===== src/rtl/dchan_pkg.sv =====
package dchan_pkg;
  localparam int DW = 16;

  typedef enum logic [2:0] {
    RA_CHAN    = 3'd0,
    RA_DISP    = 3'd1,
    RA_DPRM    = 3'd2,
    RA_LCHN    = 3'd3,
    RA_BASE_LO = 3'd4,
    RA_BASE_HI = 3'd5,
    RA_ECNT    = 3'd6,
    RA_FCNT    = 3'd7
  } reg_addr_e;

  // channel control bit positions
  localparam int CC_CLAIM = 0;
  localparam int CC_EN    = 7;
  localparam int CC_RPT0  = 8;
  localparam int CC_RPT1  = 9;
  localparam int CC_EOP   = 11;
  // display control bit positions
  localparam int DC_IE  = 1;
  localparam int DC_ST  = 3;
  localparam int DC_EXT = 8;

  localparam logic [DW-1:0] RST_CHAN = 16'h5440;
  localparam logic [DW-1:0] RST_DPRM = 16'h9102;
  localparam logic [DW-1:0] RST_LCHN = 16'h0004;

  function automatic logic f_running(logic [DW-1:0] cc);
    return cc[CC_EN] & cc[CC_CLAIM];
  endfunction

  function automatic logic f_repeat(logic [DW-1:0] cc);
    return cc[CC_RPT1] & cc[CC_RPT0];
  endfunction

  // status: set dominates a write-one clear
  function automatic logic f_status_next(logic cur, logic clr, logic set);
    return set | (cur & ~clr);
  endfunction
endpackage


===== src/rtl/dchan_chan.sv =====
module dchan_chan
  import dchan_pkg::*;
(
  input  logic          clk,
  input  logic          rst_n,
  input  logic          wr_en,
  input  logic [DW-1:0] wdata,
  input  logic          blk_done,
  output logic [DW-1:0] ccr_q,
  output logic          running,
  output logic          load_now
);
  logic [DW-1:0] ccr_d;
  logic          pend, rpt, idle_load, done_load;

  assign running   = f_running(ccr_q);
  assign rpt       = f_repeat(ccr_q);
  assign pend      = ccr_q[CC_EOP];
  assign idle_load = wr_en & wdata[CC_EOP] & ~running;
  assign done_load = ~wr_en & pend & running & blk_done;
  assign load_now  = idle_load | done_load;

  always_comb begin
    ccr_d = ccr_q;
    if (wr_en) begin
      ccr_d = wdata;
      if (!running) ccr_d[CC_EOP] = 1'b0;
    end else if (blk_done && running) begin
      if (!rpt) ccr_d[CC_EN] = 1'b0;
      ccr_d[CC_EOP] = 1'b0;
    end
  end

  always_ff @(posedge clk or negedge rst_n)
    if (!rst_n) ccr_q <= RST_CHAN;
    else        ccr_q <= ccr_d;

  p_single_stop_r7: assert property (@(posedge clk) disable iff (!rst_n)
    running && blk_done && !wr_en && !rpt |=> !ccr_q[CC_EN]);
  p_repeat_keep_r6: assert property (@(posedge clk) disable iff (!rst_n)
    running && blk_done && !wr_en && rpt |=> ccr_q[CC_EN]);
  p_eop_retire_r5: assert property (@(posedge clk) disable iff (!rst_n)
    pend && running && blk_done && !wr_en |=> !ccr_q[CC_EOP]);
  p_eop_hold_r5: assert property (@(posedge clk) disable iff (!rst_n)
    pend && running && !blk_done && !wr_en |=> ccr_q[CC_EOP]);
endmodule


===== src/rtl/dchan_disp.sv =====
module dchan_disp
  import dchan_pkg::*;
(
  input  logic          clk,
  input  logic          rst_n,
  input  logic          wr_en,
  input  logic [DW-1:0] wdata,
  input  logic          blk_done,
  output logic [DW-1:0] dctl_q,
  output logic          irq
);
  logic [DW-1:0] ctl_q;
  logic          st_q, st_d, clr;

  assign clr  = wr_en & wdata[DC_ST];
  assign st_d = f_status_next(st_q, clr, blk_done);

  always_ff @(posedge clk or negedge rst_n)
    if (!rst_n) begin
      ctl_q <= '0;
      st_q  <= 1'b0;
    end else begin
      if (wr_en) ctl_q <= wdata & ~(DW'(1) << DC_ST);
      st_q <= st_d;
    end

  always_comb begin
    dctl_q        = ctl_q;
    dctl_q[DC_ST] = st_q;
  end

  assign irq = st_q & ctl_q[DC_IE];

  p_status_set_r8: assert property (@(posedge clk) disable iff (!rst_n)
    blk_done |=> dctl_q[DC_ST]);
  p_status_clr_r8: assert property (@(posedge clk) disable iff (!rst_n)
    wr_en && wdata[DC_ST] && !blk_done |=> !dctl_q[DC_ST]);
endmodule


===== src/rtl/dchan_shadow.sv =====
module dchan_shadow
  import dchan_pkg::*;
#(
  parameter int CNT_W = 16
) (
  input  logic               clk,
  input  logic               rst_n,
  input  logic               wr_en,
  input  logic [2:0]         addr,
  input  logic [DW-1:0]      wdata,
  input  logic               load,
  output logic [2*DW-1:0]    prog_base,
  output logic [CNT_W-1:0]   prog_ecnt,
  output logic [CNT_W-1:0]   prog_fcnt,
  output logic [2*DW-1:0]    act_base,
  output logic [CNT_W-1:0]   act_ecnt,
  output logic [CNT_W-1:0]   act_fcnt
);
  always_ff @(posedge clk or negedge rst_n)
    if (!rst_n) begin
      prog_base <= '0;
      prog_ecnt <= '0;
      prog_fcnt <= '0;
    end else if (wr_en) begin
      case (reg_addr_e'(addr))
        RA_BASE_LO: prog_base[DW-1:0]    <= wdata;
        RA_BASE_HI: prog_base[2*DW-1:DW] <= wdata;
        RA_ECNT:    prog_ecnt            <= wdata[CNT_W-1:0];
        RA_FCNT:    prog_fcnt            <= wdata[CNT_W-1:0];
        default: ;
      endcase
    end

  always_ff @(posedge clk or negedge rst_n)
    if (!rst_n) begin
      act_base <= '0;
      act_ecnt <= '0;
      act_fcnt <= '0;
    end else if (load) begin
      act_base <= prog_base;
      act_ecnt <= prog_ecnt;
      act_fcnt <= prog_fcnt;
    end

  p_act_hold_r4: assert property (@(posedge clk) disable iff (!rst_n)
    !load |=> $stable(act_base) && $stable(act_ecnt) && $stable(act_fcnt));
  p_act_load_r4: assert property (@(posedge clk) disable iff (!rst_n)
    load |=> act_base == $past(prog_base) && act_ecnt == $past(prog_ecnt));
endmodule


===== src/rtl/dchan_ctl.sv =====
module dchan_ctl
  import dchan_pkg::*;
#(
  parameter int CNT_W = 16
) (
  input  logic             clk,
  input  logic             rst_n,
  input  logic             bus_sel,
  input  logic             bus_we,
  input  logic [2:0]       bus_addr,
  input  logic [15:0]      bus_wdata,
  output logic [15:0]      bus_rdata,
  input  logic             blk_done,
  output logic             xfer_go,
  output logic [31:0]      act_base,
  output logic [CNT_W-1:0] act_ecnt,
  output logic [CNT_W-1:0] act_fcnt,
  output logic             irq
);
  localparam int BASE_W = 2 * DW;

  logic          wr;
  logic          wr_chan, wr_disp;
  logic [DW-1:0] ccr_q, dctl_q, dprm_q, lchn_q;
  logic          running, load_now;
  logic [BASE_W-1:0] prog_base;
  logic [CNT_W-1:0]  prog_ecnt, prog_fcnt;

  assign wr      = bus_sel & bus_we;
  assign wr_chan = wr & (bus_addr == RA_CHAN);
  assign wr_disp = wr & (bus_addr == RA_DISP);

  dchan_chan u_chan (
    .clk(clk), .rst_n(rst_n), .wr_en(wr_chan), .wdata(bus_wdata),
    .blk_done(blk_done), .ccr_q(ccr_q), .running(running), .load_now(load_now)
  );

  dchan_disp u_disp (
    .clk(clk), .rst_n(rst_n), .wr_en(wr_disp), .wdata(bus_wdata),
    .blk_done(blk_done), .dctl_q(dctl_q), .irq(irq)
  );

  dchan_shadow #(.CNT_W(CNT_W)) u_shadow (
    .clk(clk), .rst_n(rst_n), .wr_en(wr), .addr(bus_addr), .wdata(bus_wdata),
    .load(load_now), .prog_base(prog_base), .prog_ecnt(prog_ecnt),
    .prog_fcnt(prog_fcnt), .act_base(act_base), .act_ecnt(act_ecnt),
    .act_fcnt(act_fcnt)
  );

  always_ff @(posedge clk or negedge rst_n)
    if (!rst_n) begin
      dprm_q <= RST_DPRM;
      lchn_q <= RST_LCHN;
    end else if (wr) begin
      if (bus_addr == RA_DPRM) dprm_q <= bus_wdata;
      if (bus_addr == RA_LCHN) lchn_q <= bus_wdata;
    end

  assign xfer_go = running & dctl_q[DC_EXT];

  always_comb begin
    case (reg_addr_e'(bus_addr))
      RA_CHAN:    bus_rdata = ccr_q;
      RA_DISP:    bus_rdata = dctl_q;
      RA_DPRM:    bus_rdata = dprm_q;
      RA_LCHN:    bus_rdata = lchn_q;
      RA_BASE_LO: bus_rdata = prog_base[DW-1:0];
      RA_BASE_HI: bus_rdata = prog_base[BASE_W-1:DW];
      RA_ECNT:    bus_rdata = DW'(prog_ecnt);
      default:    bus_rdata = DW'(prog_fcnt);
    endcase
  end

  p_go_drop_r10: assert property (@(posedge clk) disable iff (!rst_n)
    wr_chan && !bus_wdata[CC_CLAIM] |=> !xfer_go);
endmodule


===== config.mk =====
export PLATFORM = sky130hd
export DESIGN_NAME = dchan_ctl
export DESIGN_NICKNAME = d
export VERILOG_FILES = /design/src/rtl/dchan_pkg.sv /design/src/rtl/dchan_chan.sv /design/src/rtl/dchan_disp.sv /design/src/rtl/dchan_shadow.sv /design/src/rtl/dchan_ctl.sv
export SDC_FILE = /design/constraint.sdc
export NUM_CORES = 1
export LEC_CHECK = 0
export ABC_AREA = 1
export BUFFER_PORTS_ARGS = -buffer_cell sky130_fd_sc_hd__buf_2
export CAP_MARGIN = 20
export CORE_ASPECT_RATIO = 1.4
export CORE_MARGIN = 2
export CORE_UTILIZATION = 38
export CTS_CLUSTER_DIAMETER = 30
export DETAILED_ROUTE_END_ITERATION = 6
export PLACE_DENSITY = 0.65
export SYNTH_ARGS = -nofsm -noshare
export SYNTH_HDL_FRONTEND = slang
export SYNTH_HIERARCHICAL = 1
export SYNTH_SLANG_ARGS = --single-unit

===== constraint.sdc =====
create_clock -name clk -period 3.6 [get_ports clk]
set_input_delay 0.18 -clock clk [delete_from_list [all_inputs] [get_ports clk]]
set_output_delay 0.18 -clock clk [all_outputs]
set_load 0.05 [all_outputs]

==> metrics, run 1 <==
vias in the first global route=7119; RD Place Congestion=0.930; die height=186 um; Arrival @ worst endpoint=2360 ps; RSZ-0062 raised after global routing=no; CP max-delay cell=buf_4; Hold WC Path Type=primary input to flop; synth top area cells=dfrtp_1, nand2_1, o21ai_0; gr ovfl total=0; crit path from=bus_addr[0]; post-route antenna net violation count=0; post-route minimum period=2540 ps; Cell Rows=66; Residual DRC=0; initial core utilization=38.7%; Reg2Reg Setup Slack=2130 ps; Reg2Reg Capture Point=u_shadow/act_ecnt[1]$_DFFE_PN0P_; Fin. Hold Viols=0; Worst slew margin=49.1%; Inserted Clock Buffers=17; WL final=26100 um; area of the multi-input gates=3270 um^2; drt pass-1 iters=5; WL/cell=17.6 um; P&R area growth vs syn=13.5%; Slew @ Worst Pin=762 ps; reg-to-reg startpoint=u_chan/ccr_q[0]$_DFFE_PN0P_; fillers=2302; die area=24900 um^2; CTS tree=yes; max incr delay on CP=540 ps; most instantiated library cell after synthesis=nand2_1; clk slew on worst S/H paths=70 ps; syn avg cell area=8.14 um^2; clk buf depth=2; cell taking the most area after synthesis=dfrtp_1; critical path depth=7; Sink Count=192; Top FF cell, synth=dfrtp_1; Post-Place Setup Slack=1020 ps; Yosys cell types=28; Setup crit end kind=primary output; Final HPWL DP=18200 um; Setup Crit Path Kind=primary input to primary output; EDFF count, synth=0; CTS Root Cell=clkbuf_16; DR iter-0 viols=759; Critical Path, Cell by Cell=buf_2 -> buf_4 -> inv_4 -> nor3_4 -> nand2_1 -> nand3_1 -> buf_2; CP dominant cell by count=buf_2; ANT cells=0; initial antenna violation count=2; I/O Pins=106; f_max=394 MHz; Final TNS setup=0 ps; Syn Nets=1128; routed vias=7585; synth cell count leaders=nand2_1, dfrtp_1, inv_1, o21ai_0, nand3_1; first-pass GRT wire length=40100 um; pwr dens=659 nW/um^2; layout cells sized above 1=15.6%; Leakage=0.00529 uW; top cell type's share of synthesized area=51.0%; CP Launch Type=primary input; pin count of the biggest net entering global routing=106; yosys warns=6; Total GRT Usage=21.6%; chip width=134 um; WP buf/inv=4; skew final=7.19 ps; status=finished clean; Tcrit/Tclk final=70.6%; reg2reg path depth=5; Post-Syn Instances=1104; vias per inst=5.10; Clock Latency Late Sink=440 ps; FFs w/ async S/R, synth=100%; post-cts repair resize count=0; fin. max-slew vios=0; Max Cap Viol=0; Top delay family on crit path=buffers and inverters; synthesis-stage register bit count=192; H-tree levels=4; crit path max fanout=54; VDD IR max=0.328 mV; Seq/Total Area, Yosys=53.6%; synthesized cell area=8980 um^2; final setup fails=0; core footprint=23200 um^2; worst path required time=3420 ps; crit path to=bus_rdata[4]; I/O Buffers=105; final worst slack=1060 ps; flip-flop and latch area=4820 um^2; Post-layout nets=1194
-- placed cells by master, fill, tap and decap left out, types with 3 or more instances in the layout --
master	Yosys	routed
dfstp_2	9	9
buf_4	13	10
inv_1	117	117
clkinv_2	0	4
o21ai_0	109	109
nand3_1	82	82
o21ai_1	3	3
buf_2	32	104
clkbuf_8	0	4
nand2_2	8	8
nand4_1	80	80
nand2_1	372	372
inv_4	3	3
nor2_4	3	3
inv_2	3	3
clkbuf_16	0	17
dfrtp_1	183	183
clkinvlp_4	0	3
nor2_1	49	49
-- state kept, by name, indices dropped and copies added (netlist names) --
signal / cells
u_disp/st_q: 1
dprm_q: 16
u_shadow/act_base: 32
u_disp/ctl_q: 15
u_chan/ccr_q: 16
u_shadow/prog_fcnt: 16
u_shadow/act_ecnt: 16
u_shadow/act_fcnt: 16
u_shadow/prog_ecnt: 16
lchn_q: 16
u_shadow/prog_base: 32
-- routing by layer --
metal	up-vias	GRT usage [%]	share of wire, %
li1	3674	-	-
met1	3528	26.1	40
met2	305	35.6	48
met3	76	4.03	6.3
met4	2	13.6	5.9
met5	-	0	0.050
-- through the flow --
| step | total power (uW) | hold slack, ps | utilization [%] | area [um^2] | instances |
|---|---|---|---|---|---|
| after floorplan | 4290 | -116 | - | 8980 | 1104 |
| after global placement | 4860 | 272 | 41.4 | 9600 | 1455 |
| after detailed placement | 4890 | 269 | 41.4 | 9600 | 1455 |
| after CTS | 6760 | 69.0 | 44.0 | 10200 | 1488 |
| after global routing | 7050 | 81.4 | 44.0 | 10200 | 1488 |
| final | 6720 | 94.8 | 44.0 | 10200 | 1488 |
-- cell families after synthesis --
| kind of cell | Yosys count | share of synthesized area [%] |
|---|---|---|
| simple gates | 603 | 29.9 |
| compound gates | 113 | 6.31 |
| buf+inv | 196 | 10.2 |
| flops | 192 | 53.6 |
-- final cells by class --
class	instances	share of cell area (%)
clock buffer	21	4.61
clock inverter	10	1.09
inverter	124	4.71
multi-input combinational	716	32.0
sequential	192	47.2
tap	306	3.75
timing repair buffer	119	6.56
-- report_power, final --
part / internal, uW / switching [uW]
Sequential: 2660 / 370
Clock: 1070 / 801
Combinational: 410 / 1410
-- worst min-delay path by stage --
stage,from,endpoint,cells after the start
floorplan,rst_n,dprm_q[0]$_DFFE_PN0P_,0
global placement,rst_n,dprm_q[6]$_DFFE_PN0P_,1
detailed placement,rst_n,dprm_q[6]$_DFFE_PN0P_,1
CTS,bus_wdata[15],u_shadow/prog_fcnt[15]$_DFFE_PN0P_,3
global route,bus_wdata[15],u_shadow/prog_fcnt[15]$_DFFE_PN0P_,3
finish,bus_wdata[15],u_shadow/prog_fcnt[15]$_DFFE_PN0P_,3
-- timing repair --
action | CTS | global route
setup buffers | 0 | 0
hold buffers | 2 | 0
hold endpoints to repair | 77 | 0
-- worst register-to-register path, cell delays in order (launching register included) --
cell and delay [ps]:
dfrtp_1 420, nand2_1 100, inv_1 90, o22ai_4 190
buf_12 330, o21ai_0 210
Note: power is estimated with default switching activity, not from simulation.
==> run 2: changes to the inputs <==
Settings changed: PLACE_DENSITY 0.65 to 0.67.
Clock period 3.6 ns to 2.2 ns, I/O delays scaled along.
==> metrics, run 2 (synthesized netlist as in run 1, its figures left out) <==
status=finished clean; CP max-delay cell=nor3_4; RD Place Congestion=0.988 (+6.2%); post-layout util=44.6% (+0.63 points); Reg2Reg Capture Point=u_shadow/act_base[4]$_DFFE_PN0P_; Sink Count=192 (unchanged); Placed Instances=1466 (+0.76%); Final TNS setup=0 ps (unchanged); reg-to-reg startpoint=u_chan/ccr_q[0]$_DFFE_PN0P_; skew final=7.27 ps (+0.0763 ps); fin. max-slew vios=0 (unchanged); layout cells sized above 1=16.4% (+0.81 points); DR WL met2=12800 um (+1.8%); wl on met1=10600 um (+2.3%); CTS tree=yes; f_max=514 MHz; Hold WC Path Type=primary input to flop; I/O Pins=106 (unchanged); DR iter-0 viols=821 (+8.2%); clk slew on worst S/H paths=70 ps (about the same); chip width=134 um (unchanged); Inserted Clock Buffers=17 (unchanged); Leakage=0.00536 uW (+1.4%); Post-layout nets=1208 (+1.2%); HP Start=bus_wdata[15]; Slew @ Worst Pin=689 ps (-72.8 ps); commonest non-fill, non-tap cell in the layout=nand2_1; Tcrit/Tclk final=88.5%; initial core utilization=38.7% (unchanged); vias in the first global route=7329 (+2.9%); die area=24900 um^2 (unchanged); Critical Path, Cell by Cell=buf_2 -> buf_12 -> inv_4 -> nor3_4 -> nand2_1 -> nand3_1 -> buf_2; Setup crit end kind=primary output; I/O Buffers=105 (unchanged); Final HPWL DP=18900 um (+4.0%); post-route antenna net violation count=0 (unchanged); Clock Latency Late Sink=440 ps (about the same); Final Non-Filler Cells=1503 (+1.0%); die height=186 um (unchanged); Worst slew margin=54.0% (+4.9 points); worst path required time=2090 ps (-1330 ps); Hold Path Cell Cnt=3 (unchanged); clk buf depth=2 (unchanged); Residual DRC=0 (unchanged); pin count of the biggest net entering global routing=129 (+22%); drt pass-1 iters=6 (+1); Total GRT Usage=22.1% (+0.48 points); Met3 Wirelength=1790 um (+9.6%); final setup fails=0 (unchanged); core footprint=23200 um^2 (unchanged); max incr delay on CP=530 ps (about the same); reg2reg path depth=4 (-1); top sig layer=met4; pwr dens=1070 nW/um^2 (+63%); Fin. Hold Viols=0 (unchanged); WL final=26600 um (+2.0%); vias per inst=5.15 (+1.0%); first-pass GRT wire length=41200 um (+2.8%); hold slack=13.8 ps (-80.9 ps); WL/cell=17.7 um (+0.95%); CP dominant cell by count=buf_2; Max Cap Viol=0 (unchanged); VDD IR max=0.502 mV (+53%); Setup Crit Path Kind=primary input to primary output; ANT cells=0 (unchanged); H-tree levels=4 (unchanged); routed vias=7740 (+2.0%); Top delay family on crit path=buffers and inverters; Cell Rows=66 (unchanged); critical path depth=7 (unchanged); RSZ-0062 raised after global routing=no; crit path max fanout=54 (unchanged); P&R area growth vs syn=15.2%; post-route minimum period=1950 ps; Reg2Reg Setup Slack=600 ps (-1530 ps); Hold Path End=u_chan/ccr_q[15]$_DFFE_PN0P_; CTS Root Cell=clkbuf_16; initial antenna violation count=0 (-2); WP buf/inv=4 (unchanged); biggest regs=u_shadow/act_base: 32 flops, u_shadow/prog_base: 32 flops; gr ovfl total=0 (unchanged); final worst slack=253 ps (-807 ps); Post-Place Setup Slack=204 ps (-819 ps); Setup Buffers After CTS=0 (unchanged); fillers=2335 (+1.4%); Arrival @ worst endpoint=1840 ps (-520 ps); CP Launch Type=primary input; commonest cells after routing, fill and taps aside=nand2_1, dfrtp_1, inv_1
==> run 2: cell count changes in the layout (fill, tap and decap cells not counted), moves of 2 or more <==
cell / before / now
buf_12: 2 / 4
inv_6: 0 / 2
buf_4: 10 / 19
dlygate4sd3_1: 2 / 5
==> run 2: how the worst max path moves through the flow <==
stage,slack [ps],startpoint,endpoint
final,250,bus_addr[0],bus_rdata[0]
after global routing,140,bus_addr[0],bus_rdata[6]
after CTS,310,bus_addr[0],bus_rdata[0]
after detailed placement,200,bus_addr[1],u_shadow/act_ecnt[10]$_DFFE_PN0P_
after global placement,270,bus_addr[1],u_shadow/act_ecnt[11]$_DFFE_PN0P_
after floorplan,310,bus_addr[0],u_shadow/act_base[25]$_DFFE_PN0P_
==> run 2: layout make-up <==
cell class              count  area (um^2)  area share [%]
well taps                 306          383            3.70
repair buffers            133          807            7.80
flip-flops and latches    192         4820            46.6
clock inverters            12          133            1.28
multi-input cells         716         3270            31.6
inverters                 124          480            4.64
clock buffers              20          457            4.42
==> run 2: worst min-delay path, cell delays in order <==
cell	delay (ps)
buf_2	180
nand2_1	90
nand2_1	50
==> run 2: metal layers <==
metal | vias to the layer above | global-route usage [%]
met5 | - | 0
met4 | 0 | 12.4
met3 | 77 | 4.33
met2 | 325 | 35.5
met1 | 3643 | 28.0
li1 | 3695 | -
==> run 2: timing repair <==
action,in CTS,in global routing
endpoints found under the hold margin,54,0
hold buffers,5,0
gates resized for setup,0,0
setup endpoints to repair,0,0
==> run 2: per-stage QoR <==
stage / total power, uW / instance area (um^2)
2_1_floorplan: 7030 / 8980
3_3_place_gp: 7980 / 9700
3_5_place_dp: 8030 / 9700
4_1_cts: 11100 / 10300
5_1_grt: 11600 / 10300
6_report: 11100 / 10300
==> run 2: power breakdown <==
group / leakage (uW) / internal (uW) / total [uW] / switching [uW]
Sequential: 0.00234 / 4350 / 4970 / 618
Clock: 0.000283 / 1740 / 3100 / 1360
Combinational: 0.00274 / 692 / 3000 / 2310
Total: 0.00536 / 6780 / 11100 / 4290
==> run 3: changes to the inputs <==
Settings changed: ABC_AREA 1 to not set.
==> metrics, run 3 <==
Leakage=0.00466 uW (-13%); worst path required time=2090 ps (about the same); Pint=6990 uW (+3.2%); Hold WC Path Type=primary input to flop; Inserted Clock Buffers=17 (unchanged); ANT cells=0 (unchanged); die area=23500 um^2 (-5.5%); placed cell area=9440 um^2 (-2.7%); H-tree levels=4 (unchanged); reg2reg path depth=4 (unchanged); Worst slew margin=51.5% (-2.4 points); initial antenna violation count=0 (unchanged); area of the multi-input gates=3370 um^2 (+3.0%); gr ovfl total=0 (unchanged); Arrival @ worst endpoint=1870 ps (+30 ps); vias per inst=5.18 (+0.64%); layout cells sized above 1=54.9% (+39 points); drt pass-1 iters=4 (-2); WL final=20000 um (-25%); synth top area cells=dfrtp_1, mux2_2, mux2_4; biggest regs=u_shadow/act_base: 32 flops, u_shadow/prog_base: 32 flops; clk slew on worst S/H paths=80 ps (about the same); crit path max fanout=9 (-83%); Clock Latency Late Sink=440 ps (about the same); FFs w/ async S/R, synth=100% (unchanged); Sink Count=192 (unchanged); synth cell count leaders=dfrtp_1, mux2_2, a21oi_1, mux2_4, nand2_1; Reg2Reg Setup Slack=430 ps (-170 ps); WL/cell=19.7 um (+11%); fin area=10100 um^2 (-2.6%); commonest cells after routing, fill and taps aside=dfrtp_1, mux2_2, buf_2; die height=181 um (-2.8%); Total GRT Usage=17.6% (-4.5 points); final worst slack=217 ps (-36.1 ps); post-route antenna net violation count=0 (unchanged); RSZ-0062 raised after global routing=no; yosys warns=6 (unchanged); CTS Root Cell=clkbuf_16; Placed Instances=978 (-33%); Yosys cell types=39 (+39%); Top FF cell, synth=dfrtp_1; EDFF count, synth=0 (unchanged); Final TNS setup=0 ps (unchanged); flip-flop and latch area=4820 um^2 (unchanged); routed vias=5250 (-32%); Setup Crit Path Kind=primary input to primary output; Setup Buffers After CTS=0 (unchanged); I/O Pins=106 (unchanged); Post-Place Setup Slack=80.1 ps (-124 ps); synthesized cell area=8470 um^2 (-5.7%); clk buf depth=2 (unchanged); clock share of power=29.5% (+1.5 points); CP Launch Type=primary input; reg-to-reg startpoint=u_chan/ccr_q[0]$_DFFE_PN0P_; Final Non-Filler Cells=1013 (-33%); skew final=12.9 ps (+5.67 ps); core footprint=21900 um^2 (-5.8%); DR iter-0 viols=265 (-68%); Post-layout nets=727 (-40%); crit path from=bus_addr[0]; top cell type's share of synthesized area=54.1% (+3.1 points); Tcrit/Tclk final=90.2% (+1.6 points); synthesis-stage register bit count=192 (unchanged); Net Switching=3570 uW (-17%); final setup fails=0 (unchanged); combinational share of power=24.9% (-2.2 points); Slew @ Worst Pin=724 ps (+34.6 ps); vias in the first global route=5551 (-24%); Sw Share=33.8% (-5.0 points); post-route minimum period=1980 ps (+36.1 ps); Final Power=10600 uW (-4.6%); f_max=504 MHz (-1.8%); Reg2Reg Capture Point=u_shadow/act_ecnt[12]$_DFFE_PN0P_; status=finished clean; cell taking the most area after synthesis=dfrtp_1; pin count of the biggest net entering global routing=64 (-50%); I/O Buffers=105 (unchanged); Seq pwr share=45.6% (+0.7 points); fillers=1956 (-16%); Max Cap Viol=0 (unchanged); RD Place Congestion=0.783 (-21%); Setup crit end kind=primary output; chip width=130 um (-2.8%); syn avg cell area=14.6 um^2 (+80%); initial core utilization=38.8% (+0.044 points); Residual DRC=0 (unchanged); Final HPWL DP=13700 um (-28%); VDD IR max=0.571 mV (+14%); Seq/Total Area, Yosys=56.8% (+3.2 points); first-pass GRT wire length=31700 um (-23%); most instantiated library cell after synthesis=dfrtp_1; pwr dens=1050 nW/um^2 (-2.1%); commonest non-fill, non-tap cell in the layout=dfrtp_1; Syn Nets=603 (-47%); Fin. Hold Viols=0 (unchanged); crit path to=bus_rdata[4]; fin. max-slew vios=0 (unchanged); CTS tree=yes; Post-Syn Instances=579 (-48%); Cell Rows=64 (-3.0%); P&R area growth vs syn=18.9%
run 3: power by group through the flow:
| stage | Clock (uW) | Combinational, uW | Sequential [uW] |
|---|---|---|---|
| 2_1_floorplan | 0 | 1250 | 5510 |
| 3_3_place_gp | 0 | 2600 | 4860 |
| 3_5_place_dp | 0 | 2640 | 4880 |
| 4_1_cts | 3190 | 2650 | 4820 |
| 5_1_grt | 3330 | 2780 | 4920 |
| 6_report | 3120 | 2630 | 4810 |
run 3: worst min path at each step:
stage	slack, ps	to	start	cells after the start
6_report	30	u_shadow/prog_ecnt[8]$_DFFE_PN0P_	bus_wdata[8]	2
5_1_grt	20	u_shadow/prog_base[0]$_DFFE_PN0P_	bus_wdata[0]	2
4_1_cts	5	u_shadow/prog_ecnt[0]$_DFFE_PN0P_	bus_wdata[0]	2
3_5_place_dp	140	u_shadow/act_fcnt[6]$_DFFE_PN0P_	rst_n	1
3_3_place_gp	140	u_shadow/act_base[5]$_DFFE_PN0P_	rst_n	1
2_1_floorplan	-190	dprm_q[0]$_DFFE_PN0P_	rst_n	0
run 3: timing repair:
action	CTS	global route
hold endpoints to repair	58	0
gates resized for setup	1	0
hold buffers	3	0
endpoints found under the setup margin	1	0
run 3: cells by family after synthesis:
logic type | after synthesis | synth area share (%)
buffers and inverters | 40 | 3.69
AOI/OAI and AO/OA | 92 | 8.29
and+or+nand+nor | 58 | 3.94
DFF | 192 | 56.8
muxes | 197 | 27.2
run 3: critical path: stages:
cell and delay [ps]:
buf_2 170, nor2_1 570, buf_4 320, a221oi_1 100
a21oi_1 130, o22a_1 190, buf_2 280
run 3: through the flow:
step | util, % | hold slack, ps
after detailed placement | 43.2 | 140
after floorplan | - | -186
after global placement | 43.2 | 141
after global routing | 46.1 | 22.3
final | 46.1 | 29.8
after CTS | 46.1 | 5.15
run 3: routing by layer:
| metal | wire length, um | GRT usage, % | part of all wire (%) |
|---|---|---|---|
| met5 | 0 | 0 | 0 |
| met4 | 469 | 7.18 | 2.3 |
| met3 | 641 | 2.79 | 3.2 |
| met2 | 10300 | 29.8 | 52 |
| met1 | 8520 | 22.2 | 43 |
run 3: layout make-up:
class | count | share of cell area [%]
inverter | 2 | 0.0745
tap | 297 | 3.69
timing repair buffer | 143 | 9.08
clock inverter | 13 | 1.44
multi-input combinational | 347 | 33.4
sequential | 192 | 47.8
clock buffer | 19 | 4.50
